`config.mk`:
```
export PLATFORM = sky130hd
export DESIGN_NAME = edge_irq_monitor
export DESIGN_NICKNAME = d
export VERILOG_FILES = /design/src/rtl/edge_irq_pkg.sv /design/src/rtl/edge_dbc_channel.sv /design/src/rtl/edge_status_reg.sv /design/src/rtl/edge_irq_monitor.sv
export SDC_FILE = /design/constraint.sdc
export NUM_CORES = 1
export LEC_CHECK = 0
export BUFFER_PORTS_ARGS = -buffer_cell sky130_fd_sc_hd__buf_2
export CAP_MARGIN = 5
export CORE_MARGIN = 5
export CORE_UTILIZATION = 24
export DETAILED_ROUTE_END_ITERATION = 7
export PLACE_DENSITY_LB_ADDON = 0.25
export SYNTH_ARGS = -nofsm -noshare
export SYNTH_HDL_FRONTEND = slang
export SYNTH_SLANG_ARGS = --single-unit
```
`constraint.sdc`:
```
create_clock -name clk -period 3.4 [get_ports clk]
set_clock_uncertainty 0.1 [all_clocks]
set_input_delay 0 -clock clk [delete_from_list [all_inputs] [get_ports clk]]
set_output_delay 0 -clock clk [all_outputs]
set_load 0.005 [all_outputs]
```
`src/rtl/edge_irq_pkg.sv`:
```
package edge_irq_pkg;

    localparam int NUM_SRC  = 6;
    localparam int NUM_STAT = 2 * NUM_SRC;

    localparam int SRC_PWR  = 0;
    localparam int SRC_KEY0 = 1;
    localparam int SRC_AC   = 4;
    localparam int SRC_RST  = 5;

    typedef enum logic [1:0] {
        ST_SEED = 2'd0,
        ST_IDLE = 2'd1,
        ST_WAIT = 2'd2
    } dbc_state_e;

endpackage

```
`src/rtl/edge_dbc_channel.sv`:
```
module edge_dbc_channel
    import edge_irq_pkg::*;
#(
    parameter int CNT_W = 16
) (
    input  logic             clk,
    input  logic             rst_n,
    input  logic             sig_i,
    input  logic             fall_en_i,
    input  logic             rise_en_i,
    input  logic [CNT_W-1:0] deb_i,
    output logic             evt_fall_o,
    output logic             evt_rise_o
);

    dbc_state_e       state_q, state_d;
    logic             ref_q, ref_d;
    logic [CNT_W-1:0] cnt_q, cnt_d;
    logic             differs;
    logic             dir_enabled;
    logic             fire;

    assign differs     = (sig_i != ref_q);
    assign dir_enabled = sig_i ? rise_en_i : fall_en_i;
    assign fire        = (state_q == ST_WAIT) && differs && (cnt_q >= deb_i);

    // State register
    always_ff @(posedge clk or negedge rst_n) begin
        if (!rst_n) begin
            state_q <= ST_SEED;
            ref_q   <= 1'b0;
            cnt_q   <= '0;
        end else begin
            state_q <= state_d;
            ref_q   <= ref_d;
            cnt_q   <= cnt_d;
        end
    end

    // Next-state logic
    always_comb begin
        state_d = state_q;
        ref_d   = ref_q;
        cnt_d   = cnt_q;
        unique case (state_q)
            ST_SEED: begin
                ref_d   = sig_i;
                state_d = ST_IDLE;
            end
            ST_IDLE: begin
                if (differs) begin
                    if (dir_enabled) begin
                        state_d = ST_WAIT;       // arm
                        cnt_d   = '0;
                    end else begin
                        ref_d   = sig_i;         // follow
                    end
                end
            end
            ST_WAIT: begin
                if (!differs) begin
                    state_d = ST_IDLE;           // discard
                end else if (cnt_q >= deb_i) begin
                    state_d = ST_IDLE;           // fire
                    ref_d   = sig_i;
                end else begin
                    cnt_d   = cnt_q + 1'b1;
                end
            end
            default: state_d = ST_SEED;
        endcase
    end

    // Output logic
    always_comb begin
        evt_fall_o = 1'b0;
        evt_rise_o = 1'b0;
        if (fire) begin
            evt_fall_o = !sig_i;
            evt_rise_o = sig_i;
        end
    end

    a_r2_fall_low: assert property (@(posedge clk) disable iff (!rst_n)
        evt_fall_o |-> !sig_i);
    a_r3_rise_high: assert property (@(posedge clk) disable iff (!rst_n)
        evt_rise_o |-> sig_i);
    a_r6_level_held: assert property (@(posedge clk) disable iff (!rst_n)
        (evt_fall_o || evt_rise_o) |-> (sig_i == $past(sig_i)));
    a_r1_seed_silent: assert property (@(posedge clk) disable iff (!rst_n)
        (state_q == ST_SEED) |-> !(evt_fall_o || evt_rise_o));

endmodule

```
`src/rtl/edge_status_reg.sv`:
```
module edge_status_reg #(
    parameter int WIDTH = 12
) (
    input  logic             clk,
    input  logic             rst_n,
    input  logic [WIDTH-1:0] set_i,
    input  logic [WIDTH-1:0] clr_i,
    output logic [WIDTH-1:0] status_o,
    output logic             irq_o
);

    logic [WIDTH-1:0] stat_q;

    for (genvar b = 0; b < WIDTH; b++) begin : g_bit
        always_ff @(posedge clk or negedge rst_n) begin
            if (!rst_n)          stat_q[b] <= 1'b0;
            else if (set_i[b])   stat_q[b] <= 1'b1;
            else if (clr_i[b])   stat_q[b] <= 1'b0;
        end

        a_r9_set_wins: assert property (@(posedge clk) disable iff (!rst_n)
            set_i[b] |=> stat_q[b]);
        a_r7_sticky: assert property (@(posedge clk) disable iff (!rst_n)
            (stat_q[b] && !clr_i[b]) |=> stat_q[b]);
        a_r7_clear: assert property (@(posedge clk) disable iff (!rst_n)
            (clr_i[b] && !set_i[b]) |=> !stat_q[b]);
    end

    assign status_o = stat_q;
    assign irq_o    = |stat_q;

    a_r8_irq_origin: assert property (@(posedge clk) disable iff (!rst_n)
        $rose(irq_o) |-> $past(|set_i));

endmodule

```
`src/rtl/edge_irq_monitor.sv`:
```
module edge_irq_monitor
    import edge_irq_pkg::*;
#(
    parameter int CNT_W = 16
) (
    input  logic                clk,
    input  logic                rst_n,
    input  logic                pwr_btn_i,
    input  logic [2:0]          key_i,
    input  logic                ac_present_i,
    input  logic                rst_line_i,
    input  logic [NUM_SRC-1:0]  fall_en_i,
    input  logic [NUM_SRC-1:0]  rise_en_i,
    input  logic [CNT_W-1:0]    debounce_cycles_i,
    input  logic [NUM_STAT-1:0] clear_i,
    output logic [NUM_STAT-1:0] status_o,
    output logic                irq_o
);

    logic [NUM_SRC-1:0]  src_lvl;
    logic [NUM_STAT-1:0] evt;

    // source index order
    assign src_lvl = {rst_line_i, ac_present_i, key_i, pwr_btn_i};

    for (genvar s = 0; s < NUM_SRC; s++) begin : g_src
        edge_dbc_channel #(.CNT_W(CNT_W)) u_chan (
            .clk        (clk),
            .rst_n      (rst_n),
            .sig_i      (src_lvl[s]),
            .fall_en_i  (fall_en_i[s]),
            .rise_en_i  (rise_en_i[s]),
            .deb_i      (debounce_cycles_i),
            .evt_fall_o (evt[2*s]),
            .evt_rise_o (evt[2*s+1])
        );
    end

    edge_status_reg #(.WIDTH(NUM_STAT)) u_stat (
        .clk      (clk),
        .rst_n    (rst_n),
        .set_i    (evt),
        .clr_i    (clear_i),
        .status_o (status_o),
        .irq_o    (irq_o)
    );

endmodule

```
After elaboration in Yosys (flattened, before gate mapping)

Index checks and enable logic that the tools add are counted.

Register bits after elaboration: 126
Input bits: 48
Output and inout port bits: 13

Add/subtract/negate cells: 6
Magnitude comparators: 6
Eq/ne operators: 60
Multiplexer cells: 132
Reduce and logical (&&, ||, !) cells: 67

Operator list:

| operator                                                                | count |
|---|---|
| 16-bit two-way mux                                                      | 24 |
| 16-bit case mux with 2 select lines                                     | 6 |
| 16-bit by 1-bit adder with 16-bit output, second input constant         | 6 |
| 16-bit >= comparator                                                    | 6 |
| 1-bit two-way mux                                                       | 66 |
| 5-bit AND reduction                                                     | 12 |
| 2-bit two-way mux                                                       | 24 |
| 2-bit by 1-bit inequality test with 1-bit output, second input constant | 18 |
| 2-bit inequality test, second input constant                            | 18 |
| 2-bit case mux with 3 select lines                                      | 6 |
| 2-bit nonzero test                                                      | 18 |
| 3-bit inequality test, second input constant                            | 6 |
| 1-bit case mux with 3 select lines                                      | 6 |
| 3-bit AND reduction                                                     | 6 |
| 3-bit nonzero test                                                      | 6 |
| 2-bit by 1-bit equality test with 1-bit output, second input constant   | 6 |
| 2-bit equality test, second input constant                              | 6 |
| 1-bit logical AND                                                       | 12 |
| 2-bit zero test                                                         | 6 |
| 12-bit OR reduction                                                     | 1 |
| 1-bit zero test                                                         | 6 |
| 1-bit inequality test                                                   | 6 |

Depth between registers and ports, before layout

Gate-level depths: netlist (run 1).

Depth after elaboration: 5
Gate-level depth with buffers: 11

Modules after synthesis

Synthesis (run 1) repeated with hierarchy kept, for this count alone.

Cell total of the unflattened synthesis: 1178
Area, all modules: 10507.6 µm²

Modules (own cells, without submodules):

| module                                 | times used | cells an instance | area an instance (µm²) |
|---|---|---|---|
| edge_dbc_channel (g_src[0].u_chan ...) | 5          | 186               | 1675.4 |
| edge_dbc_channel (g_src[5].u_chan)     | 1          | 208               | 1670.4 |
| edge_status_reg                        | 1          | 40                | 460.4 |

Worst setup path before layout (run 1)

No wires, ideal clock.

Path kind: reg2reg
Start: register g_src[4].u_chan.cnt_q[0]
End: register g_src[4].u_chan.cnt_q[5]
Setup time: 0.066 ns
Arrival time: 2.503 ns
Slack: 0.731 ns
Stages on the path, launching flop included: 11
Path buffers: 1
Period minus slack after synthesis: 2.669 ns
Cells stage by stage: dfrtp_1 inv_1 ha_1 nand2b_1 a2111o_1 a311oi_2 nand3_1 buf_2 or4_1 nand2_1 a22o_1

Word-level cells in the longest chain between the ends: 4

Ends and longest elaborated chain:

| item                                     | line                   | text |
|---|---|---|
| start, declared                          | edge_dbc_channel.sv:18 | `logic [CNT_W-1:0] cnt_q, cnt_d;` |
| start signal, assigned                   | edge_dbc_channel.sv:36 | `cnt_q <= cnt_d;` |
| 16-bit by 1-bit adder with 16-bit output | edge_dbc_channel.sv:67 | `cnt_d = cnt_q + 1'b1;` |
| 16-bit two-way mux                       | edge_dbc_channel.sv:63 | `end else if (cnt_q >= deb_i) begin` |
| 16-bit two-way mux                       | edge_dbc_channel.sv:61 | `if (!differs) begin` |
| 16-bit case mux with 2 select lines      | edge_dbc_channel.sv:45 | `unique case (state_q)` |

Several ways; a longest one is shown, not always the timed one. The select of a mux whose other input is x is not followed.
A chain may end at the register's enable or synchronous reset.

Worst setup path in the final report (run 1)

Start: register g_src[4].u_chan.cnt_q[0]
End: register g_src[4].u_chan.ref_q

Word-level cells in the longest chain between the ends: 3

Ends and longest elaborated chain:

| item                            | line                   | text |
|---|---|---|
| 16-bit >= comparator            | edge_dbc_channel.sv:63 |  |
| 2-bit inequality test (no line) | --                     |  |
| 5-bit AND reduction (no line)   | --                     |  |
| end signal, assigned            | edge_dbc_channel.sv:35 | `ref_q <= ref_d;` |
| end, declared                   | edge_dbc_channel.sv:17 | `logic ref_q, ref_d;` |

Every way passes these cells.

==> results of run 1 <==
-- what timing repair did --
item	CTS	global route
hold endpoints to repair	108	0
setup buffers	0	0
hold buffers	49	0
endpoints found under the setup margin	0	5
resized for setup	0	5
-- cell type report --
type	instances	area [sq um]
Clock buffer	17	425
Inverter	94	353
Fill cell	4269	28700
Tap cell	532	666
Clock inverter	15	208
Sequential cell	126	3150
Timing Repair Buffer	133	977
Multi-Input combinational cell	886	6150
-- report_power, final --
part           switching [mW]  total (mW)  internal (mW)  leakage (nW)
logic                    1.69        2.60          0.906          3.54
clock network           0.790        2.03           1.24         0.309
registers               0.197        1.86           1.66          1.72
total                    2.68        6.48           3.80          5.57
-- placed cells by master (no fill, tap or decap), types with 8 or more instances in the layout --
master	count
o21ai_0	71
and4_1	8
inv_1	93
buf_4	24
a21oi_1	56
nand3_1	76
mux2i_1	13
clkbuf_16	17
a22o_1	18
nor4_1	16
ha_1	126
nand2b_1	10
o211ai_1	24
nand4_1	30
nand2_1	133
or4_1	21
nor2_1	50
or3_1	8
buf_2	59
a21o_1	18
and3_1	30
dfrtp_1	126
dlygate4sd3_1	49
and2_1	9
o32ai_1	8
a31oi_1	13
nor3_1	20
-- kinds of logic after synthesis --
logic type               synth area share (%)
adder cells (fa/ha/maj)                  16.1
XOR/XNOR                                0.804
buffers and inverters                    5.23
multiplexers                             2.13
flip-flops                               32.2
AND/OR/NAND/NOR                          23.1
AO/OA/AOI/OAI                            20.5
-- synthesized netlist by cell type (5+ instances only) --
cell,instances
a21o_1,18
a221o_1,7
a22o_1,18
dfrtp_1,126
or3_1,8
and2_1,9
nand2_1,133
a31oi_1,13
or4_1,21
o22ai_1,5
nand3_1,77
a32o_1,6
a21oi_1,57
o21a_1,6
nand4_1,30
inv_1,93
o211ai_1,24
o21ai_0,71
and4_1,8
o31ai_1,7
buf_2,5
mux2i_1,13
nand4b_1,5
nand2b_1,10
o32ai_1,8
nor4_1,16
and3_1,30
nor3_1,20
ha_1,126
xor2_1,6
mux2_2,7
nor2_1,50
clkbuf_1,34
o221ai_1,5
-- worst register-to-register path: stages, from the launching register on --
cell,delay (ns)
dfrtp_1,0.39
inv_1,0.13
ha_1,0.24
nand2b_1,0.14
a2111o_1,0.42
a311oi_2,0.37
nand2_1,0.11
nor2_1,0.33
a221oi_1,0.19
mux2i_1,0.14
dlygate4sd3_1,0.57
-- state kept, by name, summed over array words and instances, names as in the netlist --
| signal | flops |
|---|---|
| g_src.u_chan.cnt_q | 96 |
| g_src.u_chan.state_q | 12 |
| u_stat.status_o | 12 |
| g_src.u_chan.ref_q | 6 |
-- per-stage QoR --
step	hold WS, ns	utilization, %	setup TNS [ns]
6_report	0.0146	29.4	0
5_1_grt	0.0599	29.4	-0.00902
4_1_cts	0.0112	29.3	0
3_5_place_dp	0.0667	26.6	0
3_3_place_gp	0.0626	26.6	0
2_1_floorplan	-0.396	-	0
-- how the worst max path moves through the flow --
stage                                   start                        end  slack [ns]  depth (start not counted)
floorplan            g_src[4].u_chan.cnt_q[0]   g_src[4].u_chan.cnt_q[5]        0.73                         10
global placement     g_src[4].u_chan.cnt_q[0]  g_src[4].u_chan.cnt_q[12]        0.46                         10
detailed placement   g_src[4].u_chan.cnt_q[0]  g_src[4].u_chan.cnt_q[12]        0.39                         10
CTS                 g_src[0].u_chan.cnt_q[13]      g_src[0].u_chan.ref_q        0.09                          8
global route         g_src[4].u_chan.cnt_q[0]      g_src[4].u_chan.ref_q      -0.009                         10
finish               g_src[4].u_chan.cnt_q[0]      g_src[4].u_chan.ref_q        0.15                         10
-- routing by layer --
layer	up-vias	wire, um	global-route usage, %
li1	4519	-	-
met1	4353	14400	18.3
met2	159	13700	21.3
met3	38	1060	2.27
met4	0	606	4.33
met5	-	0	0
==> results.json, run 1 <==
{
  "status": "finished, final reports clean",
  "netlist_area_sq_um": 9800,
  "drtIter0Drc": 535,
  "synthTopCellsByArea": "dfrtp_1 (32%), ha_1 (16%), nand2_1 (5.1%)",
  "synthFlopType": "dfrtp_1",
  "netlist_instances": 1146,
  "post-route-min-period_ns": 3.25,
  "holdPathStages": 4,
  "die_h_um": 212,
  "worst-path-buf-inv": 2,
  "place_inst": 1722,
  "cap_violations": 0,
  "fmax_ghz": 0.307,
  "path_class": "reg -> reg",
  "cts.path.max_buffers": 2,
  "wl_per_cell_um": 16.5,
  "slew_viol_final": 0,
  "cp.required_ns": 3.62,
  "vias_per_cell": 5.03,
  "min_from": "rise_en_i[4]",
  "worstPathMaxFanout": 4,
  "r2r-end": "g_src[4].u_chan.ref_q",
  "grt_antenna_before_repair": 0,
  "slowest_delay_ns": 0.57,
  "crit_path_top_delay_cell": "dlygate4sd3_1",
  "drive_above_1_share_pct": 10.9,
  "ys_seq_elements": 126,
  "ys_seq_area_share_pct": 32.2,
  "tritoncts": "yes",
  "hpwl_um": 21200,
  "cts_made_buffers": 17,
  "fp.dieW_um": 212,
  "peakVddDrop_uv": 343,
  "cp_top_family": "compound AO/OA/AOI/OAI gates",
  "power_mw": 6.48,
  "maxSlewHeadroom_pct": 40.4,
  "track_usage_pct": 13.3,
  "dp_slack_ns": 0.395,
  "synth_area_leader_cell": "dfrtp_1",
  "grt_max_degree": 85,
  "areaGrowthSynthToFinish_pct": 21.8,
  "synth_edf_count": 0,
  "synth_fp_nets": 1320,
  "routed_wirelength_um": 29800,
  "rows": 74,
  "antenna_left": 0,
  "fin_nets": 1432,
  "max_slew.worst_pin.slew_ns": 0.894,
  "grt_pass1_vias": 8695,
  "setup_viol_count_final": 0,
  "reg2reg_slack_ns": 0.15,
  "arrival_ns": 3.47,
  "dieArea_sq_um": 45000,
  "postLayoutCellArea_sq_um": 11900,
  "clk_latency_ns": 0.44,
  "antenna_cells": 0,
  "grt_pass1_wl_um": 47600,
  "power.density_nw_per_um2": 543,
  "path_clk_slew_ns": 0.06,
  "dr.pass1.iters": 5,
  "postSynthAreaPerCell_sq_um": 8.55,
  "period_share_pct": 95.7,
  "synth_cell_types": 69,
  "port_buffers": 60,
  "routabilityCongestion": 0.819,
  "vias": 9069,
  "crit_chain": "inv_1 -> ha_1 -> nand2b_1 -> a2111o_1 -> a311oi_2 -> nand2_1 -> nor2_1 -> a221oi_1 -> mux2i_1 -> dlygate4sd3_1",
  "htree_levels": 4,
  "crit_path_end_kind": "flip-flop",
  "design.core.area_sq_um": 40600,
  "clockRootBuffer": "clkbuf_16",
  "whs_endpoint": "g_src[4].u_chan.state_q[0]",
  "synth_top_area_share_pct": 32.2,
  "initial_core_util_pct": 24.1,
  "layoutNonFillerInstCount": 1803,
  "yosysWarnings": 0,
  "clock-sinks": 126,
  "fin_ws_ns": 0.147,
  "min_path_type": "in -> reg",
  "num_io_pins": 61,
  "synthArstFlopShare_pct": 100,
  "placed_area_sq_um": 10800,
  "leakage_nw": 5.57,
  "drc": 0,
  "rr_startpoint": "g_src[4].u_chan.cnt_q[0]",
  "ff2ff_path_depth": 10,
  "critPathLaunchType": "flip-flop",
  "hold_viol": 0,
  "grt_overflow_total": 0
}
Power figures use the tool's default switching activity.
==> run 2, diff against run 1 <==
- GPL_TIMING_DRIVEN: unset -> 0
- PLACE_DENSITY: unset -> 0.38
- PLACE_DENSITY_LB_ADDON: 0.25 -> unset
==> results.json, run 2 (same netlist as run 1, synthesis figures left out) <==
{
  "port_buffers": 59,
  "grt_overflow_total": 0,
  "pwr-share-comb_pct": 42.8,
  "initial_core_util_pct": 24.1,
  "timing.hold.ws_ns": -0.0151,
  "routed_wirelength_um": 32500,
  "slowest_delay_ns": 0.56,
  "leakage_nw": 5.47,
  "power.density_nw_per_um2": 542,
  "grt_pass1_vias": 9155,
  "internal_power_mw": 3.56,
  "design.core.area_sq_um": 40600,
  "num_io_pins": 61,
  "pwr-share-seq_pct": 28.8,
  "crit_chain": "inv_1 -> ha_1 -> nand2b_1 -> a2111o_1 -> a311oi_2 -> nand2_1 -> nor2_2 -> a221oi_1 -> mux2i_1 -> dlygate4sd3_1",
  "p_sw_share_pct": 44.4,
  "drc": 0,
  "postCtsSetupBuffers": 0,
  "status": "complete, but fails checks",
  "path_class": "reg -> reg",
  "hold_viol": 5,
  "setup_viol_count_final": 0,
  "grt_antenna_before_repair": 0,
  "place_inst": 1738,
  "critPathLaunchType": "flip-flop",
  "arrival_ns": 3.43,
  "rows": 74,
  "wl_per_cell_um": 17.9,
  "final_cell_mix": "nand2_1 (133), ha_1 (126), dfrtp_1 (126)",
  "slew_viol_final": 0,
  "antenna_left": 0,
  "fp.dieW_um": 212,
  "antenna_cells": 0,
  "dieArea_sq_um": 45000,
  "violations": "hold timing",
  "path_clk_slew_ns": 0.06,
  "largest_reg_flops": 96,
  "cp_top_family": "compound AO/OA/AOI/OAI gates",
  "htree_levels": 4,
  "clock-sinks": 126,
  "max_slew.worst_pin.slew_ns": 0.760,
  "worst-path-buf-inv": 2,
  "min_path_type": "in -> async",
  "switchingPower_mw": 2.85,
  "vias_per_cell": 5.05,
  "clockRootBuffer": "clkbuf_16",
  "cts.path.max_buffers": 2,
  "dr.pass1.iters": 5,
  "fmax_ghz": 0.312,
  "cp.required_ns": 3.63,
  "clk_latency_ns": 0.45,
  "crit_path_top_delay_cell": "dlygate4sd3_1",
  "mostFrequentLayoutCell": "nand2_1",
  "grt_pass1_wl_um": 52500,
  "worstPathMaxFanout": 4,
  "grt_setup_unrepaired": "false",
  "hpwl_um": 23000,
  "clkPwrFrac_pct": 28.4,
  "cts_made_buffers": 17,
  "tritoncts": "yes",
  "grt_max_degree": 74,
  "fin_nets": 1445,
  "crit_path_end_kind": "flip-flop",
  "layoutNonFillerInstCount": 1816,
  "drtIter0Drc": 505,
  "drive_above_1_share_pct": 9.50,
  "maxSlewHeadroom_pct": 48.9,
  "period_share_pct": 94.3,
  "peakVddDrop_uv": 337,
  "cap_violations": 0,
  "post-route-min-period_ns": 3.21,
  "vias": 9176,
  "routabilityCongestion": 0.762,
  "die_h_um": 212,
  "track_usage_pct": 14.8,
  "largest-register": "g_src.u_chan.cnt_q",
  "tns_ns": 0,
  "areaGrowthSynthToFinish_pct": 20.7
}
-- run 2: changes by cell type in the layout (fill, tap and decap cells not counted), moves of 4 or more --
cell	before	now
buf_2	59	63
buf_4	24	1
clkbuf_1	0	31
clkinvlp_4	1	5
-- run 2: final cells by class --
cell class	count	area, sq um
Clock inverter	14	119
Clock buffer	18	439
Multi-Input combinational cell	886	6140
Tap cell	532	666
Buffer	40	164
Fill cell	4365	28800
Sequential cell	126	3150
Timing Repair Buffer	106	790
Inverter	94	353
-- run 2: stage by stage --
| stage | hold slack [ns] | instance area [sq um] | worst slack, ns | util, % | power, mW |
|---|---|---|---|---|---|
| floorplan | -0.396 | 9800 | 0.731 | - | 3.62 |
| global placement | 0.0833 | 10800 | -0.0642 | 26.5 | 4.54 |
| detailed placement | -0.0704 | 10800 | 0.0651 | 26.6 | 4.54 |
| CTS | 0.00459 | 11800 | 0.0794 | 29.1 | 6.50 |
| global route | 0.0591 | 11800 | 0.000407 | 29.1 | 6.96 |
| finish | -0.0151 | 11800 | 0.193 | 29.1 | 6.41 |
-- run 2: metal layers --
layer	vias to the layer above	track usage, %	wire length [um]
met1	4450	21.0	16100
li1	4548	-	-
met2	152	23.8	14900
met4	0	3.82	474
met5	-	0	0
met3	26	2.18	980
-- run 2: worst paths after layout --
check	from	to	slack [ns]	depth (start not counted)
setup / recovery	g_src[4].u_chan.cnt_q[0]	g_src[4].u_chan.ref_q	0.19	10
hold / removal	rst_n	g_src[3].u_chan.cnt_q[10]	-0.02	2
setup reg to reg	g_src[4].u_chan.cnt_q[0]	g_src[4].u_chan.ref_q	0.19	10
hold reg to reg	g_src[2].u_chan.cnt_q[15]	g_src[2].u_chan.cnt_q[15]	0.45	2
max in group asynchronous	rst_n	g_src[0].u_chan.cnt_q[4]	2.41	3
min in group clk	rise_en_i[5]	g_src[5].u_chan.state_q[0]	0.02	5
-- run 2: power by group through the flow --
stage / clock network [mW] / logic, mW / registers, mW
2_1_floorplan: 0 / 1.80 / 1.82
3_3_place_gp: 0 / 2.67 / 1.87
3_5_place_dp: 0 / 2.67 / 1.87
4_1_cts: 1.88 / 2.78 / 1.84
5_1_grt: 1.93 / 3.16 / 1.87
6_report: 1.82 / 2.74 / 1.85
-- run 2: what timing repair did --
item | 4_1_cts | 5_1_grt
gates resized for setup | 0 | 10
hold endpoints to repair | 131 | 0
endpoints found under the setup margin | 0 | 14
hold buffers | 46 | 0
==> run 3, diff against run 2 <==
- ABC_AREA: unset -> 1
- CAP_MARGIN: 5 -> unset
- CORE_ASPECT_RATIO: unset -> 1.75
==> results.json, run 3 <==
{
  "worstPathMaxFanout": 4,
  "dr.pass1.iters": 5,
  "cap_violations": 0,
  "routed_wirelength_um": 32700,
  "largest-register": "g_src.u_chan.cnt_q",
  "synth_area_leader_cell": "dfrtp_1",
  "tritoncts": "yes",
  "internal_power_mw": 4.00,
  "fin_ws_ns": 0.471,
  "synth_most_common_cell": "nand2_1",
  "setup_viol_count_final": 0,
  "largest_reg_flops": 96,
  "slew_viol_final": 0,
  "arrival_ns": 3.15,
  "htree_levels": 4,
  "min_path_type": "in -> reg",
  "clkPwrFrac_pct": 29.7,
  "critPathLaunchType": "flip-flop",
  "netlist_instances": 1454,
  "cts_resized": 0,
  "cts_made_buffers": 17,
  "drive_above_1_share_pct": 15.8,
  "leakage_nw": 6.21,
  "cp.required_ns": 3.62,
  "fin_nets": 1753,
  "power.density_nw_per_um2": 545,
  "track_usage_pct": 13.8,
  "switchingPower_mw": 2.92,
  "grt_overflow_total": 0,
  "synthArstFlopShare_pct": 100,
  "synth_cell_types": 42,
  "synth_fp_nets": 1628,
  "cts.path.max_buffers": 2,
  "dieArea_sq_um": 48500,
  "hold_viol": 0,
  "power_mw": 6.92,
  "clk_latency_ns": 0.44,
  "synth.top_cells.by_count": "nand2_1 (421), inv_1 (172), dfrtp_1 (126), ha_1 (126), nand3_1 (116)",
  "netlist_area_sq_um": 10600,
  "path_class": "reg -> reg",
  "grt_max_degree": 67,
  "ff2ff_path_depth": 9,
  "max_slew.worst_pin.slew_ns": 1.08,
  "hold_buffers": 45,
  "dp_slack_ns": 0.885,
  "grt_setup_unrepaired": "false",
  "wl_per_cell_um": 15.1,
  "maxSlewHeadroom_pct": 27.1,
  "crit_chain": "ha_1 -> a21oi_1 -> o21ai_0 -> nor2_1 -> nand3_1 -> nand4_1 -> dlygate4sd3_1 -> nand2_1 -> dlygate4sd3_1",
  "hpwl_um": 24800,
  "synthTopCellsByArea": "dfrtp_1 (30%), nand2_1 (15%), ha_1 (15%)",
  "vias_per_cell": 4.49,
  "path_clk_slew_ns": 0.06,
  "grt_pass1_vias": 9647,
  "ys_seq_area_share_pct": 29.8,
  "design.core.area_sq_um": 43500,
  "port_buffers": 60,
  "synthFlopType": "dfrtp_1",
  "post-route-min-period_ns": 2.93,
  "fp.dieW_um": 169,
  "num_io_pins": 61,
  "antenna_left": 0,
  "crit_path_frequent_cell": "dlygate4sd3_1",
  "pwr-share-seq_pct": 26.8,
  "initial_core_util_pct": 24.3,
  "holdPathStages": 7,
  "synth_edf_count": 0,
  "grt_pass1_wl_um": 51900,
  "drtIter0Drc": 551,
  "fmax_ghz": 0.341,
  "crit_path_end_kind": "flip-flop",
  "grt_antenna_before_repair": 0,
  "clockRootBuffer": "clkbuf_16",
  "pwr-share-comb_pct": 43.6,
  "postSynthAreaPerCell_sq_um": 7.27,
  "antenna_cells": 0,
  "clock-sinks": 126,
  "slowest_delay_ns": 0.55,
  "areaGrowthSynthToFinish_pct": 20.2,
  "final_cell_mix": "nand2_1 (421), inv_1 (172), ha_1 (126), dfrtp_1 (126), nand3_1 (116)",
  "vias": 9683,
  "period_share_pct": 86.2,
  "postLayoutCellArea_sq_um": 12700,
  "die_h_um": 288,
  "placed_area_sq_um": 11600,
  "drc": 0,
  "p_sw_share_pct": 42.2,
  "status": "finished, final reports clean",
  "ys_seq_elements": 126,
  "peakVddDrop_uv": 299,
  "crit_path_top_delay_cell": "dlygate4sd3_1",
  "mostFrequentLayoutCell": "nand2_1",
  "routabilityCongestion": 0.802,
  "rows": 101,
  "yosysWarnings": 0,
  "postCtsSetupBuffers": 0,
  "synth_top_area_share_pct": 29.8
}
[run 3: changes by cell type in the layout (fill, tap and decap cells not counted), sizes merged, moves of 18 or more]
cell,change
a22o,-18
and3,-30
clkbuf,-22
inv,+86
nand2,+333
nand3,+40
nor2,+63
o21ai,+32
or2,+20
or4,-21
[run 3: critical path, delay by kind of cell (launching register included)]
| family | cells | cell delay [ns] |
|---|---|---|
| DFF | 1 | 0.42 |
| and+or+nand+nor | 4 | 0.62 |
| buffers and inverters | 2 | 1.09 |
| AOI/OAI and AO/OA | 2 | 0.25 |
| adders and majority gates | 1 | 0.33 |
[run 3: final timing paths]
check,from,end,slack [ns]
worst max-delay path,g_src[5].u_chan.cnt_q[15],g_src[5].u_chan.ref_q,0.47
worst min-delay path,rise_en_i[1],g_src[1].u_chan.state_q[0],0.01
worst max register to register,g_src[5].u_chan.cnt_q[15],g_src[5].u_chan.ref_q,0.47
worst min register to register,g_src[3].u_chan.cnt_q[3],g_src[3].u_chan.cnt_q[3],0.42
max in group asynchronous,rst_n,g_src[4].u_chan.cnt_q[4],2.37
min in group asynchronous,rst_n,g_src[2].u_chan.cnt_q[11],0.02
[run 3: cell type report]
cell class                      instances  area [sq um]
Buffer                                 28           209
Clock buffer                           21           470
Clock inverter                         11           163
Fill cell                            4779         30800
Inverter                              181           679
Multi-Input combinational cell       1119          6530
Sequential cell                       126          3150
Tap cell                              566           708
Timing Repair Buffer                  106           785
[run 3: cell families (layout without fill, tap and decap cells)]
| family | Yosys count | count (layout) | share of synthesized area [%] |
|---|---|---|---|
| adder cells (fa/ha/maj) | 126 | 126 | 14.9 |
| AND/OR/NAND/NOR | 788 | 788 | 33.8 |
| multiplexers | 1 | 1 | 0.107 |
| flip-flops | 126 | 126 | 29.8 |
| buffers and inverters | 209 | 347 | 8.41 |
| XOR/XNOR | 22 | 22 | 1.82 |
| AO/OA/AOI/OAI | 182 | 182 | 11.1 |
[run 3: power groups by stage]
| stage | registers, mW | logic (mW) | clock network, mW |
|---|---|---|---|
| 2_1_floorplan | 1.83 | 2.20 | 0 |
| 3_3_place_gp | 1.88 | 2.99 | 0 |
| 3_5_place_dp | 1.88 | 3.00 | 0 |
| 4_1_cts | 1.86 | 3.11 | 2.13 |
| 5_1_grt | 1.88 | 3.41 | 2.17 |
| 6_report | 1.85 | 3.01 | 2.05 |
[run 3: through the flow]
step / hold WS (ns) / cells / util [%] / TNS (ns)
after floorplan: -0.396 / 1454 / - / 0
after global placement: 0.0919 / 2080 / 26.6 / -4.50
after detailed placement: -0.0474 / 2081 / 26.7 / 0
after CTS: 0.00102 / 2158 / 29.2 / 0
after global routing: 0.0510 / 2158 / 29.2 / 0
final: 0.0126 / 2158 / 29.2 / 0
[run 3: layer usage]
metal / part of all wire [%] / track usage (%) / vias to the layer above
met1: 40 / 15.0 / 4514
met5: 0 / 0 / -
met3: 2.3 / 1.95 / 45
li1: - / - / 5002
met4: 3.6 / 6.03 / 0
met2: 54 / 26.1 / 122
